## src/rtl/remap_pkg.sv

```systemverilog
package remap_pkg;
  typedef enum logic {MAP_NORMAL = 1'b0, MAP_BOOT = 1'b1} map_mode_t;
endpackage

```

## src/rtl/region_window.sv

```systemverilog
module region_window #(
  parameter int ADDR_W = 12
) (
  input  logic              clk,
  input  logic              rst_n,
  input  logic [ADDR_W-1:0] addr,
  input  logic [ADDR_W-1:0] lo,
  input  logic [ADDR_W-1:0] hi,
  input  logic [ADDR_W-1:0] dst,
  output logic              hit,
  output logic [ADDR_W-1:0] xaddr
);
  // Inclusive containment test.
  function automatic logic inside_window(input logic [ADDR_W-1:0] a,
                                         input logic [ADDR_W-1:0] l,
                                         input logic [ADDR_W-1:0] h);
    return (a >= l) && (a <= h);
  endfunction

  // Destination plus offset, wrapping at the address width.
  function automatic logic [ADDR_W-1:0] relocate(input logic [ADDR_W-1:0] a,
                                                 input logic [ADDR_W-1:0] l,
                                                 input logic [ADDR_W-1:0] d);
    return d + (a - l);
  endfunction

  assign hit   = inside_window(addr, lo, hi);
  assign xaddr = relocate(addr, lo, dst);

  // a hit lands no further from the base than the window's span
  a_r1_offset_in_span: assert property (@(posedge clk) disable iff (!rst_n)
    hit |-> ((xaddr - dst) <= (hi - lo)));
  // an inverted window never hits
  a_r11_empty_window: assert property (@(posedge clk) disable iff (!rst_n)
    (lo > hi) |-> !hit);
endmodule

```

## src/rtl/first_hit_select.sv

```systemverilog
module first_hit_select #(
  parameter int ADDR_W = 12,
  parameter int NREG   = 4
) (
  input  logic                   clk,
  input  logic                   rst_n,
  input  logic [ADDR_W-1:0]      addr,
  input  logic [NREG-1:0]        hits,
  input  logic [NREG*ADDR_W-1:0] xaddrs,
  output logic [NREG-1:0]        grant,
  output logic                   any_hit,
  output logic [ADDR_W-1:0]      sel_addr
);
  always_comb begin
    logic found;
    found = 1'b0;
    grant = '0;
    for (int i = 0; i < NREG; i++) begin
      if (hits[i] && !found) begin
        grant[i] = 1'b1;
        found    = 1'b1;
      end
    end
  end

  always_comb begin
    sel_addr = addr;
    for (int i = 0; i < NREG; i++) begin
      if (grant[i]) sel_addr = xaddrs[i*ADDR_W +: ADDR_W];
    end
  end

  assign any_hit = |hits;

  // at most one winner
  a_r3_grant_onehot: assert property (@(posedge clk) disable iff (!rst_n)
    $onehot0(grant));
  // a winner exists exactly when some window hits
  a_r3_grant_when_hit: assert property (@(posedge clk) disable iff (!rst_n)
    any_hit |-> (grant != '0));

  generate
    for (genvar g = 1; g < NREG; g++) begin : g_prio
      // no lower-index window may also hit when window g wins
      a_r3_lowest_wins: assert property (@(posedge clk) disable iff (!rst_n)
        grant[g] |-> (hits[g-1:0] == '0));
    end
  endgenerate
endmodule

```

## src/rtl/map_mode_ctrl.sv

```systemverilog
module map_mode_ctrl
  import remap_pkg::*;
(
  input  logic clk,
  input  logic rst_n,
  input  logic boot_en,
  input  logic map_clear,
  input  logic stall,
  output logic boot_active
);
  map_mode_t mode_q, mode_d;
  logic      pend_q, pend_d;
  logic      clr_req, clr_apply;

  assign clr_req   = (map_clear || pend_q) && (mode_q == MAP_BOOT);
  assign clr_apply = clr_req && !stall;

  always_comb begin
    mode_d = mode_q;
    pend_d = clr_req && stall;
    if (clr_apply) mode_d = MAP_NORMAL;
  end

  always_ff @(posedge clk) begin
    if (!rst_n) begin
      mode_q <= boot_en ? MAP_BOOT : MAP_NORMAL;
      pend_q <= 1'b0;
    end else begin
      mode_q <= mode_d;
      pend_q <= pend_d;
    end
  end

  assign boot_active = (mode_q == MAP_BOOT);

  // once normal, stays normal until reset
  a_r8_sticky_normal: assert property (@(posedge clk) disable iff (!rst_n)
    !boot_active |=> !boot_active);
  // the map never changes under a stalled request
  a_r9_hold_while_stalled: assert property (@(posedge clk) disable iff (!rst_n)
    stall |=> $stable(boot_active));
  // a clear outside a stall takes effect next cycle
  a_r7_clear_applies: assert property (@(posedge clk) disable iff (!rst_n)
    (map_clear && !stall) |=> !boot_active);
endmodule

```

## src/rtl/boot_remapper.sv

```systemverilog
module boot_remapper #(
  parameter int ADDR_W = 12,
  parameter int DATA_W = 32,
  parameter int NREG   = 4
) (
  input  logic                   clk,
  input  logic                   rst_n,
  input  logic                   boot_en,
  input  logic                   map_clear,
  input  logic [NREG*ADDR_W-1:0] cfg_lo,
  input  logic [NREG*ADDR_W-1:0] cfg_hi,
  input  logic [NREG*ADDR_W-1:0] cfg_dst,
  input  logic                   up_valid,
  output logic                   up_ready,
  input  logic                   up_write,
  input  logic [ADDR_W-1:0]      up_addr,
  input  logic [DATA_W-1:0]      up_wdata,
  output logic [DATA_W-1:0]      up_rdata,
  output logic                   dn_valid,
  input  logic                   dn_ready,
  output logic                   dn_write,
  output logic [ADDR_W-1:0]      dn_addr,
  output logic [DATA_W-1:0]      dn_wdata,
  input  logic [DATA_W-1:0]      dn_rdata
);
  logic [NREG-1:0]        win_hit;
  logic [NREG*ADDR_W-1:0] win_xaddr;
  logic [NREG-1:0]        win_grant;
  logic                   any_hit;
  logic [ADDR_W-1:0]      sel_addr;
  logic                   boot_active;
  logic                   req_stall;

  generate
    for (genvar i = 0; i < NREG; i++) begin : g_win
      region_window #(.ADDR_W(ADDR_W)) u_win (
        .clk   (clk),
        .rst_n (rst_n),
        .addr  (up_addr),
        .lo    (cfg_lo[i*ADDR_W +: ADDR_W]),
        .hi    (cfg_hi[i*ADDR_W +: ADDR_W]),
        .dst   (cfg_dst[i*ADDR_W +: ADDR_W]),
        .hit   (win_hit[i]),
        .xaddr (win_xaddr[i*ADDR_W +: ADDR_W])
      );
    end
  endgenerate

  first_hit_select #(.ADDR_W(ADDR_W), .NREG(NREG)) u_sel (
    .clk      (clk),
    .rst_n    (rst_n),
    .addr     (up_addr),
    .hits     (win_hit),
    .xaddrs   (win_xaddr),
    .grant    (win_grant),
    .any_hit  (any_hit),
    .sel_addr (sel_addr)
  );

  assign req_stall = up_valid && !dn_ready;

  map_mode_ctrl u_mode (
    .clk         (clk),
    .rst_n       (rst_n),
    .boot_en     (boot_en),
    .map_clear   (map_clear),
    .stall       (req_stall),
    .boot_active (boot_active)
  );

  assign dn_addr  = boot_active ? sel_addr : up_addr;
  assign dn_valid = up_valid;
  assign dn_write = up_write;
  assign dn_wdata = up_wdata;
  assign up_ready = dn_ready;
  assign up_rdata = dn_rdata;

  // normal map is transparent
  a_r5_normal_passthru: assert property (@(posedge clk) disable iff (!rst_n)
    !boot_active |-> (dn_addr == up_addr));
  // a miss in the boot map is transparent
  a_r4_miss_passthru: assert property (@(posedge clk) disable iff (!rst_n)
    (boot_active && !any_hit) |-> (dn_addr == up_addr));
  // a stalled request keeps its forwarded address
  a_r9_addr_stable: assert property (@(posedge clk) disable iff (!rst_n)
    (req_stall && $stable(up_addr)) |=> (!$stable(up_addr) || $stable(dn_addr)));
endmodule

```

## config.mk

```make
export PLATFORM = sky130hd
export DESIGN_NAME = boot_remapper
export DESIGN_NICKNAME = d
export VERILOG_FILES = /design/src/rtl/remap_pkg.sv /design/src/rtl/region_window.sv /design/src/rtl/first_hit_select.sv /design/src/rtl/map_mode_ctrl.sv /design/src/rtl/boot_remapper.sv
export SDC_FILE = /design/constraint.sdc
export NUM_CORES = 1
export LEC_CHECK = 0
export BUFFER_PORTS_ARGS = -buffer_cell sky130_fd_sc_hd__buf_2
export CELL_PAD_IN_SITES_DETAIL_PLACEMENT = 1
export CELL_PAD_IN_SITES_GLOBAL_PLACEMENT = 1
export CORE_ASPECT_RATIO = 0.9
export CORE_MARGIN = 10
export CORE_UTILIZATION = 34
export DETAILED_ROUTE_END_ITERATION = 10
export MAX_ROUTING_LAYER = met4
export PLACE_DENSITY = 0.89
export SLEW_MARGIN = 20
export SYNTH_ARGS = -nofsm -noshare
export SYNTH_HDL_FRONTEND = slang
export SYNTH_SLANG_ARGS = --single-unit
```

## constraint.sdc

```tcl
create_clock -name clk -period 5.9 [get_ports clk]
set_input_delay 1.475 -clock clk [delete_from_list [all_inputs] [get_ports clk]]
set_output_delay 1.475 -clock clk [all_outputs]
set_load 0.02 [all_outputs]
```

Word level (Yosys, flattened, before mapping)
Cells that the tools add are included.
{"block": "classes", "shift": 0, "n_lt_le_gt_ge": 8, "div_mod_pow": 0, "bitwise_logic": 0, "n_reduce_logical": 17, "addsub": 8, "n_mul": 0, "eq_ne": 1, "mux": 14}
{"op": "two-way mux 12 bit", "count": 5}
{"op": "adder 12 bit", "count": 4}
{"op": ">= comparator 12 bit", "count": 4}
{"op": "less-or-equal comparator 12 bit", "count": 4}
{"op": "subtractor 12 bit", "count": 4}
{"op": "logical AND 1 bit", "count": 11}
{"op": "two-way mux 1 bit", "count": 9}
{"op": "zero test 1 bit", "count": 5}
{"op": "!= test 2 x 1 -> 1 bit, second input constant", "count": 1}
{"op": "logical OR 1 bit", "count": 1}
{"block": "totals", "register_bits": 2, "mem_bits_ro": 0, "mem_bits_rw": 0, "inputBits": 227, "latchBits": 0, "n_memories": 0, "output_inout_bits": 79}

Logic depth before layout (Yosys ltp)
Gate-level depths: netlist of the first run.
{"block": "logic_depth", "ltp_word": 14, "mapped_depth": 15, "ltp_nobuf": 15}

By module
Synthesis of the first run repeated with hierarchy kept, for this count alone.
{"block": "hier_totals", "hier_cells": 976, "hier_area_um2": 7317.0}
{"mod": "region_window (g_win[0].u_win ...)", "n_inst": 2, "area_per_inst_um2": 1465.2, "seq_area_each_um2": 0.0, "cells_each": 197}
{"mod": "region_window (g_win[3].u_win)", "n_inst": 1, "area_per_inst_um2": 1470.2, "seq_area_each_um2": 0.0, "cells_each": 197}
{"mod": "region_window (g_win[2].u_win)", "n_inst": 1, "area_per_inst_um2": 1468.9, "seq_area_each_um2": 0.0, "cells_each": 197}
{"mod": "boot_remapper", "n_inst": 1, "area_per_inst_um2": 693.2, "seq_area_each_um2": 0.0, "cells_each": 81}
{"mod": "first_hit_select", "n_inst": 1, "area_per_inst_um2": 680.7, "seq_area_each_um2": 0.0, "cells_each": 100}
{"mod": "map_mode_ctrl", "n_inst": 1, "area_per_inst_um2": 73.8, "seq_area_each_um2": 50.0, "cells_each": 7}

Worst setup path after synthesis of the first run
Ideal clock, no wire load.
{"block": "synth_path", "path_kind": "in2out", "startpoint": "input up_addr[1]", "endpoint": "output dn_addr[11]", "stages": 13, "setup_slack_ns": 0.028, "arrival_time_ns": 4.397, "cell_sequence": "inv_1 > fa_1 > inv_1 > ha_1 > a21oi_2 > o21ai_1 > o41a_1 > or4_1 > a31o_1 > a21oi_2 > xnor2_1 > a211o_1 > a211oi_2"}
{"block": "synth_via", "elab_chain_cells": 14, "word_cells_on_any_way": 37}
{"item": "from (decl)", "line_no": "boot_remapper.sv:16", "source": "input logic [ADDR_W-1:0] up_addr,"}
{"item": "branches (longest 12 deep; another with subtractor 12 bit)"}
{"item": "two-way mux 12 bit (*)", "line_no": "first_hit_select.sv:29", "source": "if (grant[i]) sel_addr = xaddrs[i*ADDR_W +: ADDR_W];"}
{"item": "two-way mux 12 bit (*)", "line_no": "boot_remapper.sv:71", "source": "assign dn_addr = boot_active ? sel_addr : up_addr;"}
{"item": "to (decl)", "line_no": "boot_remapper.sv:22", "source": "output logic [ADDR_W-1:0] dn_addr,"}
Mark *: on every way between the ends.

Worst setup path after layout of the first run
{"block": "layout_path", "startpoint": "input cfg_lo[1]", "endpoint": "output dn_addr[11]"}
{"block": "layout_via", "elab_chain_cells": 14, "word_cells_on_any_way": 21}
{"item": "from (decl)", "line_no": "boot_remapper.sv:10", "source": "input logic [NREG*ADDR_W-1:0] cfg_lo,"}
{"item": "branches (longest 12 deep; another with subtractor 12 bit)"}
{"item": "two-way mux 12 bit (*)", "line_no": "first_hit_select.sv:29"}
{"item": "two-way mux 12 bit (*)", "line_no": "boot_remapper.sv:71"}
Marked as above.

==> impl_metrics.env, run 1 <==
export IMPL_grt_overflow_total=0
export IMPL_synth_top_flop_cell="edfxtp_1"
export IMPL_regToRegStartpoint="u_mode.boot_active"
export IMPL_fin_crit_ns=6.11
export IMPL_synthTopCellsByArea="ha_1 26%, inv_1 13%, fa_1 13%, buf_4 7.4%, a21oi_1 4.3%"
export IMPL_required_ns=4.43
export IMPL_hold_buffers=0
export IMPL_synth_area_leader_cell="ha_1"
export IMPL_max_slew_margin_pct=44.9
export IMPL_path_max_fanout=2
export IMPL_power_density_nw_per_um2=158
export IMPL_crit_start="cfg_lo[1]"
export IMPL_antenna_found_initial=8
export IMPL_endpoint_kind="primary output"
export IMPL_rr_worst_depth=2
export IMPL_rows=48
export IMPL_cts_buffer_depth=2
export IMPL_ys_types=65
export IMPL_grt_pass1_wl_mm=39.0
export IMPL_avgSynthCellArea_um2=7.40
export IMPL_cts_tree="yes"
export IMPL_setup_viol=3
export IMPL_fin_tns_setup_ns=-0.216
export IMPL_die_h_um=154
export IMPL_ios=306
export IMPL_viasPerCell=5.14
export IMPL_syn_inst=912
export IMPL_grt_pass1_vias=7676
export IMPL_hold_start="u_mode.pend_q"
export IMPL_maxCapViolations=0
export IMPL_area_growth_pct=25.1
export IMPL_cpPeakStageDelay_ns=0.55
export IMPL_place_port_buffers=175
export IMPL_ys_ff_latch=2
export IMPL_hold_depth=2
export IMPL_clkSlewWorstSetupHoldPaths_ns=0.03
export IMPL_async_reset_ff_share_pct=0
export IMPL_place_congestion=0.917
export IMPL_synth_edff_count=1
export IMPL_grtUsageTotal_pct=18.8
export IMPL_num_vias=6958
export IMPL_cts_max_level=1
export IMPL_violations="negative setup slack"
export IMPL_initialDrtViolationCount=236
export IMPL_worst_clock_skew_ns=0.00212
export IMPL_die_width_um=169
export IMPL_drive_above_1_share_pct=29.6
export IMPL_cts_root_buffer="clkbuf_16"
export IMPL_dp_hpwl_mm=22.2
export IMPL_grt_max_degree=17
export IMPL_ant_nets=0
export IMPL_syn_nets=1324
export IMPL_peakVddDrop_mv=0.167
export IMPL_synth_top_area_share_pct=26.1
export IMPL_synth_warnings=0
export IMPL_core_area_um2=19300
export IMPL_cts_buffers=3
export IMPL_slew_viol_final=0
export IMPL_critPathKind="in2out"
export IMPL_wl_per_cell_um=19.1
export IMPL_initial_core_util_pct=34.9
export IMPL_ys_seq_area_share_pct=0.741
export IMPL_layout_setup_ws_ns=-0.207
export IMPL_drtPass1Iterations=5
export IMPL_finalPower_mw=1.33
export IMPL_dieArea_um2=25900
export IMPL_cp_cell_sequence="buf_6, fa_1, inv_2, ha_4, a21oi_4, o21ai_2, o41a_1, or4_4, a31o_1, a21oi_2, xnor2_1, a211o_1, a211oi_2, buf_4"
export IMPL_cp_slowest_cell="fa_1"
export IMPL_layoutNonFillerInstCount=1355
export IMPL_fin_util_pct=43.7
export IMPL_rsz0062_at_grt="true"
export IMPL_p_leak_nw=4.80
export IMPL_syn_area_um2=6750
export IMPL_place_inst=1333
export IMPL_finalCritPeriodShare_pct=104
export IMPL_status="complete, but fails checks"
export IMPL_fmax_ghz=0.164
export IMPL_hold_class="reg2reg"
export IMPL_hold_viol=0
export IMPL_worst_pin_slew_ns=0.827
export IMPL_nets=1510
export IMPL_ff2ff_setup_slack_ns=4.24
export IMPL_startpoint_type="input pin"
export IMPL_clock_sinks=2
export IMPL_regToRegEndpoint="u_mode.boot_active"
export IMPL_arrival_ns=4.63
export IMPL_clk_insertion_delay_late_ns=0.22
export IMPL_drc=0
export IMPL_min_to="u_mode.pend_q"
export IMPL_wl_mm=25.9
export IMPL_dpl_worst_slack_ns=-0.365
[cell families (layout without fill, tap and decap cells)]
group           count (synthesis)  after routing  share of synthesized area (%)
fa+ha+maj                     185            185                           39.2
other cells                     0              8                              0
buf+inv                       309            494                           21.1
compound gates                202            202                           19.8
xor+xnor                       40             40                           5.47
simple gates                  166            166                           12.4
flops                           2              2                          0.741
mux                             8              8                           1.20
[timing repair]
action                                  CTS  global route
pin swaps                                15            31
resized for setup                        35            49
hold endpoints to repair                  0             0
buffers inserted                          2             9
endpoints found under the setup margin    7            12
[layout make-up]
cell class | instances | area [µm²]
inverter | 236 | 888
multi-input combinational | 601 | 5550
sequential | 2 | 50.0
fill | 2481 | 10900
clock buffer | 4 | 78.8
antenna | 8 | 20.0
tap | 250 | 313
timing repair buffer | 254 | 1550
[stage by stage]
step	hold WS, ns	area (µm²)
after floorplan	0.488	6750
after global placement	0.512	7930
after detailed placement	0.514	7930
after CTS	0.525	8160
after global routing	0.564	8440
final	0.524	8440
[metal layers]
layer | vias to the layer above | GRT usage, % | part of all wire (%) | wire length [µm]
met1 | 3357 | 21.7 | 41 | 10700
met3 | 51 | 1.91 | 4.1 | 1070
li1 | 3348 | - | - | -
met4 | 0 | 4.31 | 2.7 | 694
met2 | 202 | 34.3 | 52 | 13500
met5 | - | - | 0 | 0
[where the power goes]
group / leakage (nW) / switching [mW] / internal, mW
Combinational: 4.74 / 0.657 / 0.551
Clock: 0.0382 / 0.0177 / 0.0891
Sequential: 0.0185 / 0.00369 / 0.0155
Total: 4.80 / 0.679 / 0.656
[synthesized netlist by cell type, drive strengths merged (3+ instances only)]
cell type    n
a211o        9
a211oi       8
a21boi       5
a21o        25
a21oi       60
a221oi       7
a31oi        4
and3         5
and4         4
buf         70
clkbuf       3
fa          44
ha         141
inv        236
mux2i        7
nand2       41
nand2b       8
nand3       13
nand4       11
nor2        42
nor2b       14
nor3        13
nor4         3
o2111ai      3
o211ai      11
o21a         7
o21ai       35
o221ai       5
or3          3
or4          4
xnor2       26
xor2        14
[worst max path at each step]
stage	slack, ns	depth (start not counted)	endpoint
after CTS	-0.16	14	dn_addr[11]
after global routing	-0.33	14	dn_addr[11]
after detailed placement	-0.36	15	dn_addr[11]
after floorplan	0.03	13	dn_addr[11]
final	-0.21	14	dn_addr[11]
after global placement	-0.26	15	dn_addr[11]
[state kept, by name, summed over array words and instances (netlist names)]
register / count
u_mode.pend_q: 1
u_mode.boot_active: 1
[critical path, delay by kind of cell]
family	cells	cell delay, ns
and+or+nand+nor	1	0.45
xor gates and xnor gates	1	0.08
buffers and inverters	3	0.34
adders and majority gates	2	0.77
AOI/OAI and AO/OA	7	1.51
[cell usage in the layout (no fill, tap or decap), types with 16 or more instances in the layout]
master,Yosys,routed
a21oi_1,58,46
inv_1,235,228
buf_2,1,165
a21o_1,25,25
nor2_1,41,39
fa_1,44,41
nand2_1,40,39
ha_1,141,135
buf_4,67,78
o21ai_0,18,16
xnor2_1,25,25
(Power assumes the default switching activity.)
==> run 2: changes to the inputs <==
Settings changed: ABC_AREA set to 1, PLACE_DENSITY 0.89 to 0.9.
==> run 2 against run 1 <==
Against the previous run: the flow now finishes without violations; worst hold slack better by 0.092 ns; clock skew hardly changed; count of clock-buffer cells in the layout stayed put; fmax is 7.4% higher; first-iteration DRC count is 35% lower; synthesized area is 7.6% higher; via count is 6.9% higher; routed wire length is 6.1% higher; register-to-register slack better by 0.42 ns; non-clock buffer count is 66 lower; die area is 6.6% higher.
==> impl_metrics.env, run 2 <==
export IMPL_syn_area_um2=7260
export IMPL_finalPower_mw=1.18
export IMPL_grt_pass1_wl_mm=43.2
export IMPL_ant_nets=0
export IMPL_ys_ff_latch=2
export IMPL_grtUsageTotal_pct=20.3
export IMPL_drc=0
export IMPL_arrival_ns=4.21
export IMPL_final_common_cell="inv_1"
export IMPL_multi_input_area_um2=5500
export IMPL_worst_clock_skew_ns=0.00184
export IMPL_peakVddDrop_mv=0.181
export IMPL_rsz0062_at_grt="false"
export IMPL_ys_types=41
export IMPL_syn_nets=1553
export IMPL_fill_cells=2885
export IMPL_path_common_cell="nand2_1"
export IMPL_clock_sinks=2
export IMPL_num_vias=7440
export IMPL_p_leak_nw=5.08
export IMPL_pwr_share_clk_pct=9.2
export IMPL_p_comb_share_pct=89.4
export IMPL_hold_viol=0
export IMPL_ios=306
export IMPL_dp_hpwl_mm=24.4
export IMPL_postCtsSetupBuffers=0
export IMPL_grt_pass1_vias=8409
export IMPL_syn_inst=1141
export IMPL_synth_area_leader_cell="ha_1"
export IMPL_die_width_um=174
export IMPL_avgSynthCellArea_um2=6.37
export IMPL_cp_cell_sequence="buf_2, inv_1, ha_1, inv_1, ha_1, fa_1, nand3_1, nand2_1, a21boi_0, xnor2_1, nand2_1, nand4_1, nand2_1, a21oi_1, buf_2"
export IMPL_status="complete, no violations"
export IMPL_seqCellArea_um2=50.0
export IMPL_wl_per_cell_um=17.8
export IMPL_startpoint_type="input pin"
export IMPL_drive_above_1_share_pct=17.5
export IMPL_place_congestion=0.964
export IMPL_antenna_found_initial=2
export IMPL_critPathKind="in2out"
export IMPL_synth_edff_count=1
export IMPL_grt_max_degree=20
export IMPL_synth_top_area_share_pct=24.3
export IMPL_power_density_nw_per_um2=146
export IMPL_seqPwrFrac_pct=1.4
export IMPL_area_growth_pct=11.7
export IMPL_synth_top_flop_cell="edfxtp_1"
export IMPL_cpPeakStageDelay_ns=0.46
export IMPL_fin_crit_ns=5.69
export IMPL_viasPerCell=4.81
export IMPL_synthTopCellsByArea="ha_1 24%, inv_1 15%, nand2_1 12%, fa_1 12%, buf_4 7.0%"
export IMPL_switching_share_pct=57.4
export IMPL_clkSlewWorstSetupHoldPaths_ns=0.03
export IMPL_drtPass1Iterations=4
export IMPL_finalCritPeriodShare_pct=96.4
export IMPL_slew_viol_final=0
export IMPL_core_area_um2=20900
export IMPL_worst_pin_slew_ns=0.591
export IMPL_cp_slowest_cell="fa_1"
export IMPL_p_int_uw=503
export IMPL_dieArea_um2=27600
export IMPL_crit_buf_inv=4
export IMPL_initial_core_util_pct=34.8
export IMPL_async_reset_ff_share_pct=0
export IMPL_cpLargestDelayFamily="adder cells"
export IMPL_nets=1672
export IMPL_wl_mm=27.5
export IMPL_synth_warnings=0
export IMPL_synth_commonest_cells="297 x inv_1, 241 x nand2_1, 141 x ha_1, 72 x a21oi_1, 68 x buf_4"
export IMPL_mostFrequentLayoutCells="297 x inv_1, 241 x nand2_1, 175 x buf_2"
export IMPL_grt_overflow_total=0
export IMPL_ys_seq_area_share_pct=0.689
export IMPL_fmax_ghz=0.176
export IMPL_clk_insertion_delay_late_ns=0.23
export IMPL_cts_buffers=3
export IMPL_synth_most_common_cell="inv_1"
export IMPL_hold_class="reg2reg"
export IMPL_fin_tns_setup_ns=0
export IMPL_max_slew_margin_pct=60.3
export IMPL_maxCapViolations=0
export IMPL_cts_root_buffer="clkbuf_16"
export IMPL_endpoint_kind="primary output"
export IMPL_initialDrtViolationCount=153
export IMPL_cts_buffer_depth=2
export IMPL_path_max_fanout=7
export IMPL_design_area_um2=8110
export IMPL_cts_tree="yes"
export IMPL_required_ns=4.43
export IMPL_setup_viol=0
export IMPL_ff2ff_setup_slack_ns=4.66
export IMPL_rows=50
export IMPL_place_port_buffers=175
export IMPL_cts_max_level=1
export IMPL_die_h_um=159
export IMPL_switchingPower_uw=679
export IMPL_dpl_instance_area_um2=8030
## run 2: per-layer routing
| metal | track usage (%) | vias to the layer above | wire length [µm] |
|---|---|---|---|
| met1 | 24.3 | 3517 | 12500 |
| met3 | 2.11 | 46 | 879 |
| met2 | 35.0 | 183 | 13200 |
| li1 | - | 3694 | - |
| met5 | - | - | 0 |
| met4 | 7.16 | 0 | 884 |
## run 2: area by class of cell
class,instances,area share (%)
sequential,2,0.617
antenna,2,0.0617
clock buffer,4,0.972
multi-input combinational,762,67.8
timing repair buffer,188,12.0
inverter,303,14.1
tap,286,4.41
## run 2: power groups by stage
stage	combinational (mW)	sequential (mW)	clock [mW]
5_1_grt	1.20	0.0170	0.113
3_5_place_dp	1.05	0.0170	0
6_report	1.06	0.0168	0.109
4_1_cts	1.06	0.0168	0.112
2_1_floorplan	0.788	0.0163	0
3_3_place_gp	1.01	0.0169	0
## run 2: final timing paths
check,startpoint,to,cells past startpoint
setup / recovery,up_addr[0],dn_addr[6],15
hold / removal,u_mode.pend_q,u_mode.pend_q,2
setup reg to reg,u_mode.boot_active,u_mode.boot_active,2
hold reg to reg,u_mode.pend_q,u_mode.pend_q,2
## run 2: cell families after synthesis
kind of cell / count (synthesis) / synth area share, %
buffers and inverters: 377 / 23.5
and+or+nand+nor: 406 / 24.6
xor gates and xnor gates: 41 / 4.94
AOI/OAI and AO/OA: 130 / 9.78
DFF: 2 / 0.689
adders and majority gates: 185 / 36.4
## run 2: stage by stage
stage          setup slack, ns  hold WS [ns]  std cells  utilization [%]
3_3_place_gp             0.262         0.509       1541             38.4
6_report                 0.213         0.616       1547             38.8
3_5_place_dp             0.222         0.567       1541             38.4
4_1_cts                  0.165         0.619       1545             38.8
2_1_floorplan            0.740         0.488       1141                -
5_1_grt                 0.0221         0.702       1547             38.8
## run 2: worst register-to-register path: cells and delay by family (launching register included)
kind	cells	cell delay (ns)
flops	1	0.51
compound gates	2	0.42
## run 2: repair_timing
| item | in CTS | in global routing |
|---|---|---|
| hold buffers | 0 | 0 |
| gates resized for setup | 0 | 1 |
| setup endpoints to repair | 0 | 2 |
